**config.mk**
```make
export PLATFORM = sky130hd
export DESIGN_NAME = quiesce_ctrl
export DESIGN_NICKNAME = d
export VERILOG_FILES = /design/src/rtl/qc_pkg.sv /design/src/rtl/qc_sync.sv /design/src/rtl/qc_drain_mon.sv /design/src/rtl/qc_fsm.sv /design/src/rtl/quiesce_ctrl.sv
export SDC_FILE = /design/constraint.sdc
export NUM_CORES = 1
export LEC_CHECK = 0
export BUFFER_PORTS_ARGS = -buffer_cell sky130_fd_sc_hd__buf_2
export CAP_MARGIN = 10
export CORE_AREA = 2 2 39 41
export CTS_BUF_LIST = sky130_fd_sc_hd__clkbuf_4
export CTS_CLUSTER_DIAMETER = 120
export DETAILED_ROUTE_END_ITERATION = 12
export DIE_AREA = 0 0 41 43
export SETUP_SLACK_MARGIN = 0.02
export SYNTH_ARGS = -nofsm -noshare
export SYNTH_HDL_FRONTEND = slang
export SYNTH_HIERARCHICAL = 1
export SYNTH_SLANG_ARGS = --single-unit
```
**constraint.sdc**
```tcl
create_clock -name clk -period 1.43 [get_ports clk]
set_input_delay 0.143 -clock clk [delete_from_list [all_inputs] [get_ports clk]]
set_output_delay 0.143 -clock clk [all_outputs]
set_load 0.02 [all_outputs]
```
**src/rtl/qc_pkg.sv**
```systemverilog
package qc_pkg;

   typedef enum logic [1:0] {
      ST_FULL_ON  = 2'd0,
      ST_DRAINING = 2'd1,
      ST_QUIESCED = 2'd2
   } qc_state_e;

   function automatic logic gate_for(qc_state_e st);
      return (st == ST_FULL_ON);
   endfunction

   function automatic logic ack_for(qc_state_e st);
      return (st == ST_QUIESCED);
   endfunction

endpackage

```
**src/rtl/qc_sync.sv**
```systemverilog
module qc_sync #(
   parameter int STAGES = 2
) (
   input  logic clk,
   input  logic rst_n,
   input  logic d_async,
   output logic q_sync
);

   if (STAGES < 2) begin : g_bad_stages
      $error("qc_sync: STAGES must be at least 2");
   end

   logic [STAGES-1:0] chain_q;

   always_ff @(posedge clk or negedge rst_n) begin
      if (!rst_n) chain_q <= '0;
      else        chain_q <= {chain_q[STAGES-2:0], d_async};
   end

   assign q_sync = chain_q[STAGES-1];

endmodule

```
**src/rtl/qc_drain_mon.sv**
```systemverilog
module qc_drain_mon #(
   parameter int CNT_W       = 4,
   parameter bit USE_BUSY_IN = 1'b1
) (
   input  logic             clk,
   input  logic             rst_n,
   input  logic             txn_start,
   input  logic             txn_done,
   input  logic             ext_busy,
   output logic [CNT_W-1:0] outstanding,
   output logic             drained
);

   localparam logic [CNT_W-1:0] CNT_MAX = {CNT_W{1'b1}};

   if (CNT_W < 1 || CNT_W > 16) begin : g_bad_width
      $error("qc_drain_mon: CNT_W out of range 1..16");
   end

   logic [CNT_W-1:0] cnt_q, cnt_d;
   logic             busy_term;

   always_comb begin
      cnt_d = cnt_q;
      unique case ({txn_start, txn_done})
         2'b10:   if (cnt_q != CNT_MAX) cnt_d = cnt_q + 1'b1;
         2'b01:   if (cnt_q != '0)      cnt_d = cnt_q - 1'b1;
         default: cnt_d = cnt_q;
      endcase
   end

   always_ff @(posedge clk or negedge rst_n) begin
      if (!rst_n) cnt_q <= '0;
      else        cnt_q <= cnt_d;
   end

   if (USE_BUSY_IN) begin : g_busy
      assign busy_term = ext_busy;
   end else begin : g_no_busy
      logic unused_busy;
      assign unused_busy = ext_busy;
      assign busy_term   = 1'b0;
   end

   assign outstanding = cnt_q;
   assign drained     = (cnt_q == '0) && !busy_term;

endmodule

```
**src/rtl/qc_fsm.sv**
```systemverilog
module qc_fsm
   import qc_pkg::*;
(
   input  logic      clk,
   input  logic      rst_n,
   input  logic      req_sync,
   input  logic      wake,
   input  logic      drained,
   output qc_state_e state,
   output logic      ack,
   output logic      gate_open
);

   qc_state_e st_q, st_d;

   always_comb begin
      st_d = st_q;
      unique case (st_q)
         ST_FULL_ON:  if (req_sync && !wake) st_d = ST_DRAINING;
         ST_DRAINING: begin
            if (!req_sync || wake) st_d = ST_FULL_ON;
            else if (drained)      st_d = ST_QUIESCED;
         end
         ST_QUIESCED: if (!req_sync || wake) st_d = ST_FULL_ON;
         default:     st_d = ST_FULL_ON;
      endcase
   end

   always_ff @(posedge clk or negedge rst_n) begin
      if (!rst_n) st_q <= ST_FULL_ON;
      else        st_q <= st_d;
   end

   assign state     = st_q;
   assign ack       = ack_for(st_q);
   assign gate_open = gate_for(st_q);

endmodule

```
**src/rtl/quiesce_ctrl.sv**
```systemverilog
module quiesce_ctrl
   import qc_pkg::*;
#(
   parameter int SYNC_STAGES = 2,
   parameter int CNT_W       = 4,
   parameter bit USE_BUSY_IN = 1'b1
) (
   input  logic clk,
   input  logic rst_n,
   input  logic quiesce_req_async,
   input  logic wake,
   input  logic txn_start,
   input  logic txn_done,
   input  logic ext_busy,
   output logic quiesce_ack,
   output logic txn_gate_open
);

   logic             req_sync;
   logic             drained;
   logic [CNT_W-1:0] outstanding;
   qc_state_e        state;

   qc_sync #(.STAGES(SYNC_STAGES)) u_sync (
      .clk     (clk),
      .rst_n   (rst_n),
      .d_async (quiesce_req_async),
      .q_sync  (req_sync)
   );

   qc_drain_mon #(.CNT_W(CNT_W), .USE_BUSY_IN(USE_BUSY_IN)) u_drain (
      .clk         (clk),
      .rst_n       (rst_n),
      .txn_start   (txn_start),
      .txn_done    (txn_done),
      .ext_busy    (ext_busy),
      .outstanding (outstanding),
      .drained     (drained)
   );

   qc_fsm u_fsm (
      .clk       (clk),
      .rst_n     (rst_n),
      .req_sync  (req_sync),
      .wake      (wake),
      .drained   (drained),
      .state     (state),
      .ack       (quiesce_ack),
      .gate_open (txn_gate_open)
   );

endmodule

```
# [Word level (Yosys, flattened, before mapping)]
# Index checks and enable logic that the tools add are counted.
[word_totals] regBits=8 elab_cells=35 input_bits=7
[classes] n_eq_ne=10 n_reduce_logical=12 n_addsub=2 muxes=8
[op_table] operator="2-to-1 mux 2 bit" count=4
[op_table] operator="2-to-1 mux 4 bit" count=2
[op_table] operator="inequality test 2 x 1 -> 1 bit, second input constant" count=4
[op_table] operator="case mux 4 bit (2 select lines)" count=1
[op_table] operator="case mux 2 bit (3 select lines)" count=1
[op_table] operator="AND reduction 3 bit" count=2
[op_table] operator="adder 4 x 1 -> 4 bit, second input constant" count=1
[op_table] operator="equality test 2 x 1 -> 1 bit, second input constant" count=2
[op_table] operator="equality test 2 bit, second input constant" count=2
[op_table] operator="logical NOT 4 bit" count=1
[op_table] operator="inequality test 4 bit, second input constant" count=1
[op_table] operator="nonzero test 4 bit" count=1
[op_table] operator="subtractor 4 x 1 -> 4 bit, second input constant" count=1
[op_table] operator="logical NOT 1 bit" count=3
[op_table] operator="inequality test 3 x 2 -> 1 bit, second input constant" count=1
[op_table] operator="logical AND 1 bit" count=2
[op_table] operator="logical NOT 2 bit" count=1
[op_table] operator="nonzero test 2 bit" count=1
[op_table] operator="logical OR 1 bit" count=1

# [Depth between registers and ports, before layout]
# Gate-level depths: netlist of the first run.
[logic_depth] depth_word=5 depth_mapped=6 depth_no_buf=6

# [By module]
# Netlist of the first run, hierarchy kept.
[by_module_without_submodules] mod="qc_drain_mon" seq_area_each_um2=100.1 cells_per_inst=26 n_inst=1 area_each_um2=290.3
[by_module_without_submodules] mod="qc_fsm" seq_area_each_um2=50.0 cells_per_inst=9 n_inst=1 area_each_um2=106.4
[by_module_without_submodules] mod="qc_sync" seq_area_each_um2=50.0 cells_per_inst=2 n_inst=1 area_each_um2=50.0

# [Worst setup path after synthesis of the first run]
# No wires, ideal clock.
[synth_timing] path_kind="register -> register" from="register u_drain.cnt_q[1] (netlist: u_drain/outstanding[1])" to="register u_drain.cnt_q[2] (netlist: u_drain/outstanding[2])" stages_incl_launch_ff=6 arrival_time_ns=1.436 slack_ns=-0.093 period_less_slack_ns=1.523 required_ns=1.343 path_cell_list="dfrtp_1 > buf_4 > xnor2_1 > ha_1 > or4_1 > a22oi_1"
[synth_via] elab_chain_len=3 word_cells_on_any_way=10 classes_between="add/sub (2); eq/ne (3); mux (3); reduce/logical (2)"
[synth_rtl] element="start: declaration" line="qc_drain_mon.sv:20" rtl="logic [CNT_W-1:0] cnt_q, cnt_d;"
[synth_rtl] element="start signal: assignment" line="qc_drain_mon.sv:34" rtl="else cnt_q <= cnt_d;"
[synth_rtl] element="subtractor 4 x 1 -> 4 bit (tied with other cells)" line="qc_drain_mon.sv:27" rtl="2'b01: if (cnt_q != '0) cnt_d = cnt_q - 1'b1;"
[synth_rtl] element="2-to-1 mux 4 bit (tied with other cells)" line="qc_drain_mon.sv:27"
[synth_rtl] element="case mux 4 bit (2 select lines) or AND reduction 3 bit (tied branches)"
# Parallel ways exist; a longest one is shown, timed or not. The select of a mux whose other input is x is not followed.
# A chain may end at the register's enable or synchronous reset.

# [Worst setup path after layout of the first run]
# Ends and elaborated chain as after synthesis.

==> impl_metrics.yaml, run 1 <==
clock_network:
  cts_sinks: 8
  htree_levels: 1
  clockBufferDepth: 2
  insertion_delay_ns: 0.25
  tritoncts: "built"
  cts_buffers: 3
  clk_pin_slew_ns: 0.05
  cts-root-buf: "clkbuf_4"
status:
  status: "finished clean"
synthesis:
  ys_ff_latch: 8
  ys_seq_area_share_pct: 44.8
  synthesis.area_per_instance_sq_um: 12.1
  synthCells: 37
  synth_top_area_share_pct: 44.8
  synthTopCellsByArea: "dfrtp_1 (45%), nand2b_4 (6.2%), nor4_4 (4.8%), mux2_4 (3.4%), nand3b_1 (3.4%)"
  synth_area_leader_cell: "dfrtp_1"
  synth_cell_type_count: 24
  syn_nets: 45
  synth_area_sq_um: 447
  synth_warnings: 6
worst_hold_path:
  min_path_cells: 3
  hold_start: "wake"
  min_path_type: "input port to flop"
global_routing:
  antenna_found_initial: 0
  grt_pass1_wl_mm: 1.32
  grt_usage_pct: 11.5
  grt_max_degree: 9
  gr-total-overflow: 0
  first_global_vias: 323
power:
  vdd_drop_max_v: 0.000670
  leakage_nw: 0.276
  power.total_mw: 0.887
  power_density_mw_per_mm2: 1480
finish:
  finalInstanceArea_sq_um: 601
  final_cell_mix: "buf_2 (8), dfrtp_1 (8), buf_4 (6), clkbuf_4 (3)"
  final_nets: 65
  fill_cells: 139
  drive_gt1_share_pct: 49.1
  syn2layout_area_growth_pct: 34.5
  antennaDiodeCount: 0
routing:
  wl_met2_microns: 351
  drtIter0Drc: 0
  first_pass_iters: 1
  wl_met3_microns: 30
  wirelength_microns: 735
  vias_per_cell: 4.70
  routed.top_layer: "met3"
  drcViolationCount: 0
  ant_nets: 0
  vias: 334
  wire_per_inst_microns: 10.4
  wl_met1_microns: 354
die:
  start_util_pct: 32.3
  die_h_microns: 43
  io_pins: 9
  rows: 14
  dieArea_sq_mm: 0.00176
  dieWidth_microns: 41
  coreArea_sq_mm: 0.00138
placement:
  place_area_sq_um: 547
  portBuffers: 8
  dp_slack_ns: -0.00398
  routabilityCongestion: 0.852
sta:
  setup_viol: 0
  grt_setup_unrepaired: "yes"
  setup_slack_ns: 0.0583
  drv_slew: 0
  skew_ns: 0.000809
  slew_headroom_pct: 81.1
  layout_min_cycle_time_ns: 1.37
  max_freq_mhz: 729
  min_period_over_period_pct: 95.9
  setup-tns-final_ns: 0
  tightest_slew_ns: 0.284
  hold_viol_final: 0
flow_run:
  cap_violations: 0
critical_path:
  startpoint_type: "flop"
  arrival_ns: 1.54
  r2r_cells: 4
  crit_start: "u_drain/outstanding[1]$_DFFE_PN0P_"
  criticalPathCategory: "flop to flop"
  endpoint_kind: "flop"
  crit_path_end: "u_drain/outstanding[2]$_DFFE_PN0P_"
  cp_max_fo: 3
  worst_ep_required_time_ns: 1.59
  r2r_setup_slack_ns: 0.06
  r2r-end: "u_drain/outstanding[2]$_DFFE_PN0P_"
  r2r_start: "u_drain/outstanding[1]$_DFFE_PN0P_"
-- layout make-up --
class / instances / area (sq um) / share of cell area, %
Clock buffer: 3 / 22.5 / 3.75
Timing Repair Buffer: 16 / 105 / 17.5
Inverter: 2 / 7.51 / 1.25
Multi-Input combinational cell: 26 / 245 / 40.8
Tap cell: 16 / 20.0 / 3.33
Sequential cell: 8 / 200 / 33.3
-- Yosys cell counts --
library cell  number
a211oi_2           1
a21oi_1            1
a21oi_2            1
a22oi_1            1
a31oi_1            1
and4_1             1
buf_4              1
dfrtp_1            8
ha_1               1
inv_1              2
mux2_4             1
nand2b_1           2
nand2b_4           2
nand3b_1           2
nor2_1             2
nor2b_1            2
nor4_4             1
o21ai_0            1
o22ai_2            1
o31ai_1            1
o32ai_1            1
or4_1              1
xnor2_1            1
xor2_1             1
-- power by group --
part	internal, mW	total (mW)	switching, mW
Combinational	0.208	0.340	0.132
Sequential	0.283	0.379	0.0961
Clock	0.0957	0.168	0.0722
Total	0.587	0.887	0.300
-- metrics by stage --
stage	std cells	util, %	hold WS, ns
global placement	65	39.5	-0.00199
detailed placement	65	39.5	-0.00284
global route	71	43.4	0.149
CTS	70	42.6	0.149
finish	71	43.4	0.155
floorplan	37	-	-0.153
-- routing by layer --
layer  track usage [%]  vias up
met3              7.85        0
li1                  -      175
met5                 0        -
met4              2.00        0
met2              15.3        5
met1              15.4      154
-- worst max-delay path: stages (launching register included) --
cell	delay (ns)
dfrtp_1	0.41
xnor2_2	0.15
ha_2	0.18
or4_4	0.40
a22oi_1	0.14
-- worst min path at each step --
stage / to
global placement: u_drain/outstanding[3]$_DFFE_PN0P_
CTS: u_fsm/state[1]$_DFFE_PN0P_
global route: u_fsm/state[1]$_DFFE_PN0P_
floorplan: u_drain/outstanding[0]$_DFFE_PN0P_
finish: u_fsm/state[1]$_DFFE_PN0P_
detailed placement: u_drain/outstanding[3]$_DFFE_PN0P_
-- sequential cells by signal, indices dropped and copies added, names as in the netlist --
register             cells
u_drain/outstanding      4
u_fsm/state              2
u_sync/chain_q           2
-- cells by family (layout without fill, tap and decap cells) --
family | count (synthesis) | after routing | synth area share, %
adders and majority gates | 1 | 1 | 2.80
AOI/OAI and AO/OA | 9 | 9 | 16.5
xor gates and xnor gates | 2 | 2 | 3.92
buffers and inverters | 3 | 21 | 3.36
DFF | 8 | 8 | 44.8
muxes | 1 | 1 | 3.36
and+or+nand+nor | 13 | 13 | 25.2
-- timing repair --
action | 4_1_cts | 5_1_grt
setup buffers | 0 | 1
hold buffers | 2 | 0
hold endpoints to repair | 9 | 0
setup endpoints to repair | 2 | 2
gates cloned | 0 | 0
pin swaps | 1 | 3
resized for setup | 0 | 1
(Power assumes the default switching activity.)
==> run 2, diff against run 1 <==
Settings changed: CORE_AREA 2 2 39 41 to unset, CORE_MARGIN set to 1, CORE_UTILIZATION set to 30, DIE_AREA 0 0 41 43 to unset.
==> run 2 against run 1 <==
  * Via count down 3.3%
  * Critical endpoint unchanged
  * Register-to-register slack worse by 0.04 ns
  * Sequential share of layout area up 1.3 points
  * Highest routed layer unchanged
  * Final cell count down 7.0%
==> impl_metrics.yaml, run 2 (same netlist as run 1, synthesis figures left out) <==
status:
  status: "finished clean"
power:
  power_density_mw_per_mm2: 1530
  p_seq_share_pct: 44.6
  internal_power_mw: 0.596
  netSwitchingFraction_pct: 33.6
  leakage_nw: 0.259
  p_sw_mw: 0.301
  vdd_drop_max_v: 0.000810
  p_comb_share_pct: 37.4
  power_frac_clock_pct: 18.1
finish:
  final_cell_mix: "buf_2 (8), dfrtp_1 (6), clkbuf_4 (3)"
  fill_cells: 137
  largest_reg_flops: 4
  finalInstanceArea_sq_um: 586
  final_nets: 61
  drive_gt1_share_pct: 51.0
  antennaDiodeCount: 0
  multiInputGateArea_sq_um: 246
  fin_util_pct: 43.4
  layout.area.seq_sq_um: 203
  layout_commonest_cell: "buf_2"
  syn2layout_area_growth_pct: 31.1
critical_path:
  startpoint_type: "flop"
  cp_cell_sequence: "xnor2_2 -> ha_2 -> or4_1 -> a22oi_1"
  cp_num_buf_inv: 0
  cp_max_fo: 4
  cpPeakStageDelay_ns: 0.44
  arrival_ns: 1.57
  worst_ep_required_time_ns: 1.59
  path_depth: 4
  r2r_cells: 4
  slowest_stage: "dfrtp_2"
  path_delay_family: "flip-flops"
  criticalPathCategory: "flop to flop"
  endpoint_kind: "flop"
global_routing:
  grt_usage_pct: 12.8
  first_global_vias: 293
  gr-total-overflow: 0
  grt_pass1_wl_mm: 1.26
  grt_max_degree: 9
  antenna_found_initial: 0
die:
  die_h_microns: 40.6
  dieWidth_microns: 40.6
  rows: 13
  start_util_pct: 33.1
  coreArea_sq_mm: 0.00135
  dieArea_sq_mm: 0.00165
  io_pins: 9
sta:
  skew_ns: 0.000532
  hold_viol_final: 0
  max_freq_mhz: 708
  drv_slew: 0
  tightest_slew_ns: 0.239
  layout_min_cycle_time_ns: 1.41
  min_period_over_period_pct: 98.7
  slew_headroom_pct: 83.9
  holdWs_ns: 0.157
  grt_setup_unrepaired: "yes"
  setup_viol: 0
clock_network:
  tritoncts: "built"
  cts_sinks: 8
  htree_levels: 1
  cts_buffers: 3
  clk_pin_slew_ns: 0.05
  insertion_delay_ns: 0.24
  clockBufferDepth: 2
  cts-root-buf: "clkbuf_4"
routing:
  drcViolationCount: 0
  wire_per_inst_microns: 11.6
  wirelength_microns: 766
  vias_per_cell: 4.89
  first_pass_iters: 4
  ant_nets: 0
  drtIter0Drc: 12
  vias: 323
placement:
  portBuffers: 8
  place_area_sq_um: 536
  hpwlAfterDp_microns: 582
  routabilityCongestion: 0.780
worst_hold_path:
  min_path_type: "input port to flop"
  min_path_cells: 3
flow_run:
  cap_violations: 0
==> run 2: cell types whose count changed in the layout (fill, tap and decap cells not counted), sizes merged <==
| cell | delta |
|---|---|
| buf | -4 |
==> run 2: what timing repair did <==
action / 4_1_cts / 5_1_grt
buffers inserted: 0 / 0
endpoints found under the setup margin: 3 / 2
pin swaps: 3 / 1
hold buffers: 2 / 0
gates resized for setup: 2 / 2
hold endpoints to repair: 9 / 0
==> run 2: routing by layer <==
layer | global-route usage (%) | vias to the layer above | share of wire (%)
met3 | 8.33 | 0 | 5.2
met2 | 19.4 | 9 | 48
met4 | 5.00 | 0 | 0
met5 | 0 | - | 0
li1 | - | 164 | -
met1 | 14.0 | 150 | 47
==> run 2: area by class of cell <==
class / instances / share of cell area, %
multi-input cells: 26 / 42.1
clock buffers: 3 / 3.85
inverters: 2 / 1.28
repair buffers: 12 / 15.0
flip-flops and latches: 8 / 34.6
well taps: 15 / 3.21
==> run 2: path summary, 6_finish.rpt <==
path                                                         start                                  to  slack, ns
worst max-delay path            u_drain/outstanding[1]$_DFFE_PN0P_  u_drain/outstanding[2]$_DFFE_PN0P_       0.02
worst min-delay path                                          wake          u_fsm/state[1]$_DFFE_PN0P_       0.16
worst min register to register         u_sync/chain_q[0]$_DFF_PN0_         u_sync/chain_q[1]$_DFF_PN0_       0.35
min in group asynchronous                                    rst_n  u_drain/outstanding[3]$_DFFE_PN0P_       0.27
worst max register to register  u_drain/outstanding[1]$_DFFE_PN0P_  u_drain/outstanding[2]$_DFFE_PN0P_       0.02
max in group asynchronous                                    rst_n  u_drain/outstanding[0]$_DFFE_PN0P_       0.99
==> run 2: worst min-delay path: cells and delay by family <==
family	cells	cell delay, ns
simple gates	1	0.12
compound gates	1	0.03
buf+inv	1	0.07
==> run 2: stage by stage <==
stage / worst slack (ns) / instances / power [mW] / setup TNS [ns]
CTS: 0.0221 / 66 / 0.894 / 0
floorplan: 0.0290 / 37 / 0.609 / 0
global placement: 0.0104 / 61 / 0.702 / 0
finish: 0.0186 / 66 / 0.897 / 0
global route: -0.0401 / 66 / 0.985 / -0.0401
detailed placement: -0.0238 / 61 / 0.714 / -0.0383
==> run 2: power by group through the flow <==
stage | clock (mW) | sequential (mW) | combinational (mW)
2_1_floorplan | 0 | 0.355 | 0.254
3_3_place_gp | 0 | 0.391 | 0.311
3_5_place_dp | 0 | 0.394 | 0.320
4_1_cts | 0.174 | 0.395 | 0.325
5_1_grt | 0.192 | 0.413 | 0.380
6_report | 0.162 | 0.400 | 0.335
